--- src/rtl/ptm_pkg.sv ---
package ptm_pkg;
    localparam int ADDR_W = 3;
    localparam int PSEL_W = 2;
    localparam int PRE_W  = (1 << PSEL_W) - 1;

    localparam logic [ADDR_W-1:0] A_CTRL  = 3'd0;
    localparam logic [ADDR_W-1:0] A_PEAK  = 3'd1;
    localparam logic [ADDR_W-1:0] A_CMP   = 3'd2;
    localparam logic [ADDR_W-1:0] A_CHAN  = 3'd3;
    localparam logic [ADDR_W-1:0] A_COUNT = 3'd4;

    // control word bit positions
    localparam int C_RUN  = 0;
    localparam int C_SCLR = 1;
    localparam int C_PSL  = 2;
    localparam int C_PBUF = 4;
    localparam int C_ZIE  = 5;
    localparam int C_ZFL  = 6;
    localparam int C_PFL  = 7;

    // channel word bit positions
    localparam int H_EN   = 0;
    localparam int H_IDLE = 1;
    localparam int H_CBUF = 2;

    typedef struct packed {
        logic              pflag;
        logic              zflag;
        logic              zie;
        logic              pbuf;
        logic [PSEL_W-1:0] psel;
        logic              run;
    } ctrl_t;

    typedef struct packed {
        logic cbuf;
        logic idle;
        logic en;
    } chan_t;

    function automatic logic [PRE_W-1:0] pre_mask(input logic [PSEL_W-1:0] s);
        return PRE_W'((PRE_W+1)'(1) << s) - PRE_W'(1);
    endfunction
endpackage

--- src/rtl/ptm_prescaler.sv ---
module ptm_prescaler
    import ptm_pkg::*;
(
    input  logic              clk,
    input  logic              rst,
    input  logic              run,
    input  logic              clr,
    input  logic [PSEL_W-1:0] sel,
    output logic              tick
);
    logic [PRE_W-1:0] pre_q;
    logic [PRE_W-1:0] mask;

    always_comb begin
        mask = pre_mask(sel);
        tick = run && ((pre_q & mask) == mask);
    end

    always_ff @(posedge clk) begin
        if (rst || !run || clr) pre_q <= '0;
        else                    pre_q <= pre_q + PRE_W'(1);
    end
endmodule

--- src/rtl/ptm_counter.sv ---
module ptm_counter #(
    parameter int W = 16
) (
    input  logic         clk,
    input  logic         rst,
    input  logic         tick,
    input  logic         sclr,
    input  logic         ld_en,
    input  logic [W-1:0] ld_val,
    input  logic [W-1:0] peak,
    output logic [W-1:0] cnt,
    output logic         up,
    output logic [W-1:0] cnt_nxt,
    output logic         step_up,
    output logic         adv,
    output logic         zero_evt,
    output logic         peak_evt,
    output logic         zero_stb,
    output logic         peak_stb
);
    logic up_nxt;

    always_comb begin
        adv     = tick && !sclr;
        cnt_nxt = cnt;
        up_nxt  = up;
        if (adv) begin
            if (up) begin
                if (cnt >= peak) begin
                    if (cnt != '0) begin
                        cnt_nxt = cnt - W'(1);
                        up_nxt  = 1'b0;
                    end
                end else begin
                    cnt_nxt = cnt + W'(1);
                end
            end else if (cnt == '0) begin
                up_nxt  = 1'b1;
                cnt_nxt = (peak == '0) ? '0 : W'(1);
            end else begin
                cnt_nxt = cnt - W'(1);
            end
        end
        step_up  = adv && (cnt_nxt > cnt);
        zero_evt = adv && !up && (cnt == W'(1));
        peak_evt = adv && up && (cnt < peak) && (cnt + W'(1) == peak);
    end

    always_ff @(posedge clk) begin
        if (rst || sclr) begin
            cnt <= '0;
            up  <= 1'b1;
        end else if (ld_en) begin
            cnt <= ld_val;
            up  <= 1'b1;
        end else begin
            cnt <= cnt_nxt;
            up  <= up_nxt;
        end
    end

    always_ff @(posedge clk) begin
        if (rst) begin
            zero_stb <= 1'b0;
            peak_stb <= 1'b0;
        end else begin
            zero_stb <= zero_evt;
            peak_stb <= peak_evt;
        end
    end
endmodule

--- src/rtl/ptm_compare.sv ---
module ptm_compare #(
    parameter int W = 16
) (
    input  logic         clk,
    input  logic         rst,
    input  logic         en,
    input  logic         idle,
    input  logic         adv,
    input  logic         step_up,
    input  logic [W-1:0] cnt_nxt,
    input  logic [W-1:0] cmp,
    output logic         out
);
    always_ff @(posedge clk) begin
        if (rst)                        out <= 1'b0;
        else if (!en)                   out <= idle;
        else if (adv && cnt_nxt == cmp) out <= step_up;
    end
endmodule

--- src/rtl/ctr_pwm_timer.sv ---
module ctr_pwm_timer
    import ptm_pkg::*;
#(
    parameter int W = 16
) (
    input  logic              clk,
    input  logic              rst,
    input  logic              wr_en,
    input  logic [ADDR_W-1:0] wr_addr,
    input  logic [W-1:0]      wr_data,
    input  logic [ADDR_W-1:0] rd_addr,
    output logic [W-1:0]      rd_data,
    output logic              pwm_out,
    output logic              irq_zero,
    output logic [W-1:0]      count,
    output logic              count_up,
    output logic              zero_stb,
    output logic              peak_stb
);
    ctrl_t        ctrl_q;
    chan_t        chan_q;
    logic [W-1:0] peak_buf, peak_act, cmp_buf, cmp_act;
    logic         run_q, ch_en, idle_q;

    logic w_ctrl, w_peak, w_cmp, w_chan, w_cnt, sclr, load;
    logic tick, adv, step_up, zero_evt, peak_evt;
    logic [W-1:0] cnt_nxt;

    assign run_q  = ctrl_q.run;
    assign ch_en  = chan_q.en;
    assign idle_q = chan_q.idle;

    always_comb begin
        w_ctrl = wr_en && (wr_addr == A_CTRL);
        w_peak = wr_en && (wr_addr == A_PEAK);
        w_cmp  = wr_en && (wr_addr == A_CMP);
        w_chan = wr_en && (wr_addr == A_CHAN);
        w_cnt  = wr_en && (wr_addr == A_COUNT);
        sclr   = w_ctrl && wr_data[C_SCLR];
        load   = zero_evt || sclr;
    end

    ptm_prescaler u_pre (
        .clk (clk),
        .rst (rst),
        .run (ctrl_q.run),
        .clr (sclr),
        .sel (ctrl_q.psel),
        .tick(tick)
    );

    ptm_counter #(.W(W)) u_cnt (
        .clk     (clk),
        .rst     (rst),
        .tick    (tick),
        .sclr    (sclr),
        .ld_en   (w_cnt && !ctrl_q.run),
        .ld_val  (wr_data),
        .peak    (peak_act),
        .cnt     (count),
        .up      (count_up),
        .cnt_nxt (cnt_nxt),
        .step_up (step_up),
        .adv     (adv),
        .zero_evt(zero_evt),
        .peak_evt(peak_evt),
        .zero_stb(zero_stb),
        .peak_stb(peak_stb)
    );

    ptm_compare #(.W(W)) u_cmp (
        .clk    (clk),
        .rst    (rst),
        .en     (chan_q.en),
        .idle   (chan_q.idle),
        .adv    (adv),
        .step_up(step_up),
        .cnt_nxt(cnt_nxt),
        .cmp    (cmp_act),
        .out    (pwm_out)
    );

    // control register with write-0-to-clear flags; event set wins
    always_ff @(posedge clk) begin
        if (rst) begin
            ctrl_q <= '0;
        end else begin
            if (w_ctrl) begin
                ctrl_q.run  <= wr_data[C_RUN];
                ctrl_q.psel <= wr_data[C_PSL +: PSEL_W];
                ctrl_q.pbuf <= wr_data[C_PBUF];
                ctrl_q.zie  <= wr_data[C_ZIE];
            end
            if (zero_evt)                    ctrl_q.zflag <= 1'b1;
            else if (w_ctrl && !wr_data[C_ZFL]) ctrl_q.zflag <= 1'b0;
            if (peak_evt)                    ctrl_q.pflag <= 1'b1;
            else if (w_ctrl && !wr_data[C_PFL]) ctrl_q.pflag <= 1'b0;
        end
    end

    always_ff @(posedge clk) begin
        if (rst)         chan_q <= '0;
        else if (w_chan) chan_q <= chan_t'(wr_data[2:0]);
    end

    // double-buffered peak and compare values
    always_ff @(posedge clk) begin
        if (rst) begin
            peak_buf <= '0;
            peak_act <= '0;
            cmp_buf  <= '0;
            cmp_act  <= '0;
        end else begin
            if (w_peak) peak_buf <= wr_data;
            if (w_peak && !ctrl_q.pbuf) peak_act <= wr_data;
            else if (load)              peak_act <= peak_buf;
            if (w_cmp) cmp_buf <= wr_data;
            if (w_cmp && !chan_q.cbuf)  cmp_act <= wr_data;
            else if (load)              cmp_act <= cmp_buf;
        end
    end

    assign irq_zero = ctrl_q.zflag && ctrl_q.zie;

    always_comb begin
        rd_data = '0;
        case (rd_addr)
            A_CTRL:  rd_data[7:0] = {ctrl_q.pflag, ctrl_q.zflag, ctrl_q.zie,
                                     ctrl_q.pbuf, ctrl_q.psel, 1'b0, ctrl_q.run};
            A_PEAK:  rd_data = peak_buf;
            A_CMP:   rd_data = cmp_buf;
            A_CHAN:  rd_data[2:0] = chan_q;
            A_COUNT: rd_data = count;
            default: rd_data = '0;
        endcase
    end
endmodule

--- config.mk ---
export PLATFORM = sky130hd
export DESIGN_NAME = ctr_pwm_timer
export DESIGN_NICKNAME = d
export VERILOG_FILES = /design/src/rtl/ptm_pkg.sv /design/src/rtl/ptm_prescaler.sv /design/src/rtl/ptm_counter.sv /design/src/rtl/ptm_compare.sv /design/src/rtl/ctr_pwm_timer.sv
export SDC_FILE = /design/constraint.sdc
export NUM_CORES = 1
export LEC_CHECK = 0
export ABC_AREA = 0
export BUFFER_PORTS_ARGS = -buffer_cell sky130_fd_sc_hd__buf_2
export CORE_MARGIN = 1.5
export CORE_UTILIZATION = 55
export CTS_CLUSTER_DIAMETER = 30
export DETAILED_ROUTE_END_ITERATION = 8
export PLACE_DENSITY = 0.73
export SLEW_MARGIN = 15
export SYNTH_ARGS = -nofsm -noshare
export SYNTH_HDL_FRONTEND = slang
export SYNTH_HIERARCHICAL = 1
export SYNTH_SLANG_ARGS = --single-unit
--- constraint.sdc ---
create_clock -name clk -period 7.7 [get_ports clk]
set_input_delay 0.385 -clock clk [delete_from_list [all_inputs] [get_ports clk]]
set_output_delay 0.385 -clock clk [all_outputs]
set_load 0.01 [all_outputs]
==> flow_summary_export.csv <==
group,metric,value,unit
outcome,status,"complete, no violations",
pwr,vdd.ir_drop.worst,0.000123,V
detailed_routing,antenna_left,0,
timing,setup_tns,0,ps
synthesis,synth_most_common_cell,"nand2_1",
detailed_routing,drcViolationCount,0,
worst_setup_path,cp.required,7970,ps
finish,final_nets,975,
pwr,power_leakage,0.00289,µW
synthesis,async_flop_share,0,
pwr,p_per_area,200,mW/mm²
floorplan,initial_utilization,0.565,
hold_path,hold_class,"input port to flop",
timing,fmax,205,MHz
detailed_routing,vias_per_cell,6.44,
clock_network,cts_max_level,3,
detailed_routing,drt_iter0_markers,727,
grt,overflow,0,
clock_network,clockBufferDepth,2,
synthesis,synth-seq-cells,97,
clock_network,clk_pin_slew,70,ps
timing,whs,322,ps
worst_setup_path,end_kind,"flop",
floorplan,die_w,114,µm
worst_setup_path,arrival,5150,ps
synthesis,synth_common_cells,"nand2_1, dfxtp_1, o21ai_0, a21oi_1, nor2_1",
worst_setup_path,critical_path_class,"flop to flop",
clock_network,post-cts-setup-buffers,0,
detailed_routing,finalWirelength,22.2,mm
floorplan,io_pins,62,
clock_network,tritoncts,"built",
synthesis,synth_area_leader_cell,"dfxtp_1",
clock_network,cts-resized-gates,0,
clock_network,cts_buffers,9,
synthesis,ys_top_cells_by_area,"dfxtp_1, nand2_1, ha_1",
timing,fin_crit,4890,ps
clock_network,hold_buffers,0,
place,post-dp-hpwl,16.3,mm
floorplan,core.rowCount,40,
timing,grt_setup_unrepaired,"false",
grt,grt_pass1_vias,6123,
timing,drv_slew,0,
pwr,total_power,1470,µW
synthesis,synth-edff-count,0,
finish,n_antenna_cell,0,
worst_setup_path,crit_start,"u_cnt/cnt[0]",
clock_network,clock_sinks,97,
floorplan,fp.dieH,114,µm
grt,grt_pass1_wl,34.6,mm
worst_setup_path,r2r-start,"u_cnt/cnt[0]",
place,pre_cts_ws,2670,ps
synthesis,ys_types,78,
detailed_routing,num_vias,6848,
clock_network,cts_root_buffer,"clkbuf_16",
worst_setup_path,start_kind,"flop",
timing,relSlewSlack,0.211,
finish,layout-drive-gt1-share,0.122,
place,port_buffers,61,
floorplan,dieArea,0.0130,mm²
synthesis,mappedNetlistNets,955,
finish,fillers,1159,
clock_network,clock_latency,350,ps
timing,tightest_slew,1180,ps
synthesis,ys.flop_type,"dfxtp_1",
synthesis,yosys_warnings,6,
finish,areaGrowthSynthToFinish,8.09,%
synthesis,synthCells,893,
place,place.gp.congestion,0.995,
timing,timing.final.ws_setup,2810,ps
timing,setup_viol,0,
timing,skew,11.7,ps
synthesis,syn_area,0.00679,mm²
grt,grt_antenna_before_repair,0,
worst_setup_path,crit_fanout,12,
detailed_routing,wl_per_cell,20.9,µm
synthesis,syn_area_per_cell,7.61,µm²
floorplan,coreArea,0.0120,mm²
run,maxCapViolations,0,
timing,timing.final.hold_violations,0,
synthesis,synth_top_area_share,0.286,
hold_path,min_from,"wr_data[12]",
grt,grt_max_degree,66,
timing,min_period_over_period,0.635,
synthesis,ys_seq_area_frac,0.286,
grt,grt.total_usage,0.346,
detailed_routing,drt-pass1-iter-count,5,
[sequential cells by signal, summed over array words and instances, names as in the netlist]
| signal | count |
|---|---|
| u_cnt/cnt | 16 |
| u_cmp/out | 1 |
| cmp_buf | 16 |
| peak_buf | 16 |
| idle_q | 1 |
| u_cnt/zero_stb | 1 |
| u_cnt/up | 1 |
| chan_q | 1 |
| u_cnt/peak_stb | 1 |
| ch_en | 1 |
| u_pre/pre_q | 3 |
| peak_act | 16 |
| run_q | 1 |
| cmp_act | 16 |
| ctrl_q | 6 |
[metrics by stage]
step | utilization | instance area (µm²) | std cells
detailed placement | 0.587 | 7050 | 1049
floorplan | - | 6790 | 893
global route | 0.611 | 7340 | 1063
global placement | 0.587 | 7050 | 1049
finish | 0.611 | 7340 | 1063
CTS | 0.611 | 7340 | 1063
[metal layers]
layer	track usage	routed length [µm]
met4	0.113	463
met5	0	0
met3	0.0471	2080
met1	0.503	9890
met2	0.530	9750
[cell usage in the layout (no fill, tap or decap), types with 3 or more instances in the layout]
| cell | instances |
|---|---|
| o21a_1 | 4 |
| o22ai_1 | 3 |
| o21ba_1 | 3 |
| buf_4 | 8 |
| a21o_1 | 5 |
| o31ai_1 | 3 |
| a211o_1 | 3 |
| mux2_2 | 4 |
| dfxtp_1 | 97 |
| and3_1 | 6 |
| a21oi_1 | 58 |
| ha_1 | 37 |
| nor4_2 | 3 |
| o21ai_0 | 59 |
| nor3_1 | 20 |
| buf_2 | 61 |
| nor2_1 | 51 |
| nor4_1 | 14 |
| a211oi_1 | 5 |
| o211ai_1 | 7 |
| a32oi_1 | 3 |
| xor2_1 | 10 |
| or3_1 | 4 |
| nor2b_1 | 7 |
| clkbuf_16 | 9 |
| a31oi_1 | 6 |
| nand4_1 | 23 |
| nand3_1 | 27 |
| nand2_1 | 170 |
| mux2i_1 | 29 |
| a22oi_1 | 13 |
| inv_1 | 45 |
| nand2b_1 | 5 |
| and2_1 | 4 |
| o21ai_1 | 5 |
| xnor2_1 | 31 |
| o2bb2ai_1 | 4 |
| or4_1 | 5 |
| a311oi_1 | 15 |
[report_power, final]
group / total (µW) / switching [µW] / internal (µW)
clock network: 460 / 200 / 259
logic: 460 / 293 / 167
registers: 550 / 33.1 / 517
[worst paths after layout]
path / to / slack (ps) / cells past startpoint
hold reg to reg: cmp_buf[8] / 470 / 2
setup reg to reg: u_cmp/out / 2810 / 20
hold / removal: cmp_act[12] / 320 / 3
setup / recovery: u_cmp/out / 2810 / 20
[cell type report]
type / instances / area, µm² / area share
Multi-Input combinational cell: 691 / 4390 / 0.598
Inverter: 45 / 169 / 0.0230
Clock inverter: 4 / 52.6 / 0.00716
Tap cell: 147 / 184 / 0.0251
Sequential cell: 97 / 1940 / 0.265
Clock buffer: 10 / 239 / 0.0326
Timing Repair Buffer: 69 / 365 / 0.0498
[cells by family after synthesis]
family / synth area share
compound gates: 0.215
xor+xnor: 0.0595
fa+ha+maj: 0.0682
buf+inv: 0.0696
flops: 0.286
mux: 0.0494
simple gates: 0.252
[critical path: stages (launching register included)]
cell and delay, ps:
dfxtp_1 590, inv_1 190, ha_1 330, nand4_1 160, nor4_2 620, nor4_2 170, nand3_1 370, nand2_1 190
o31ai_1 280, or2_1 210, ha_1 150, nor2b_1 130, o21a_1 120, o21a_1 100, o21ai_0 60, a21oi_1 140
o21ai_0 100, a21oi_1 140, nand4_1 90, or4_1 420, a311oi_1 260
(Power assumes the default switching activity.)
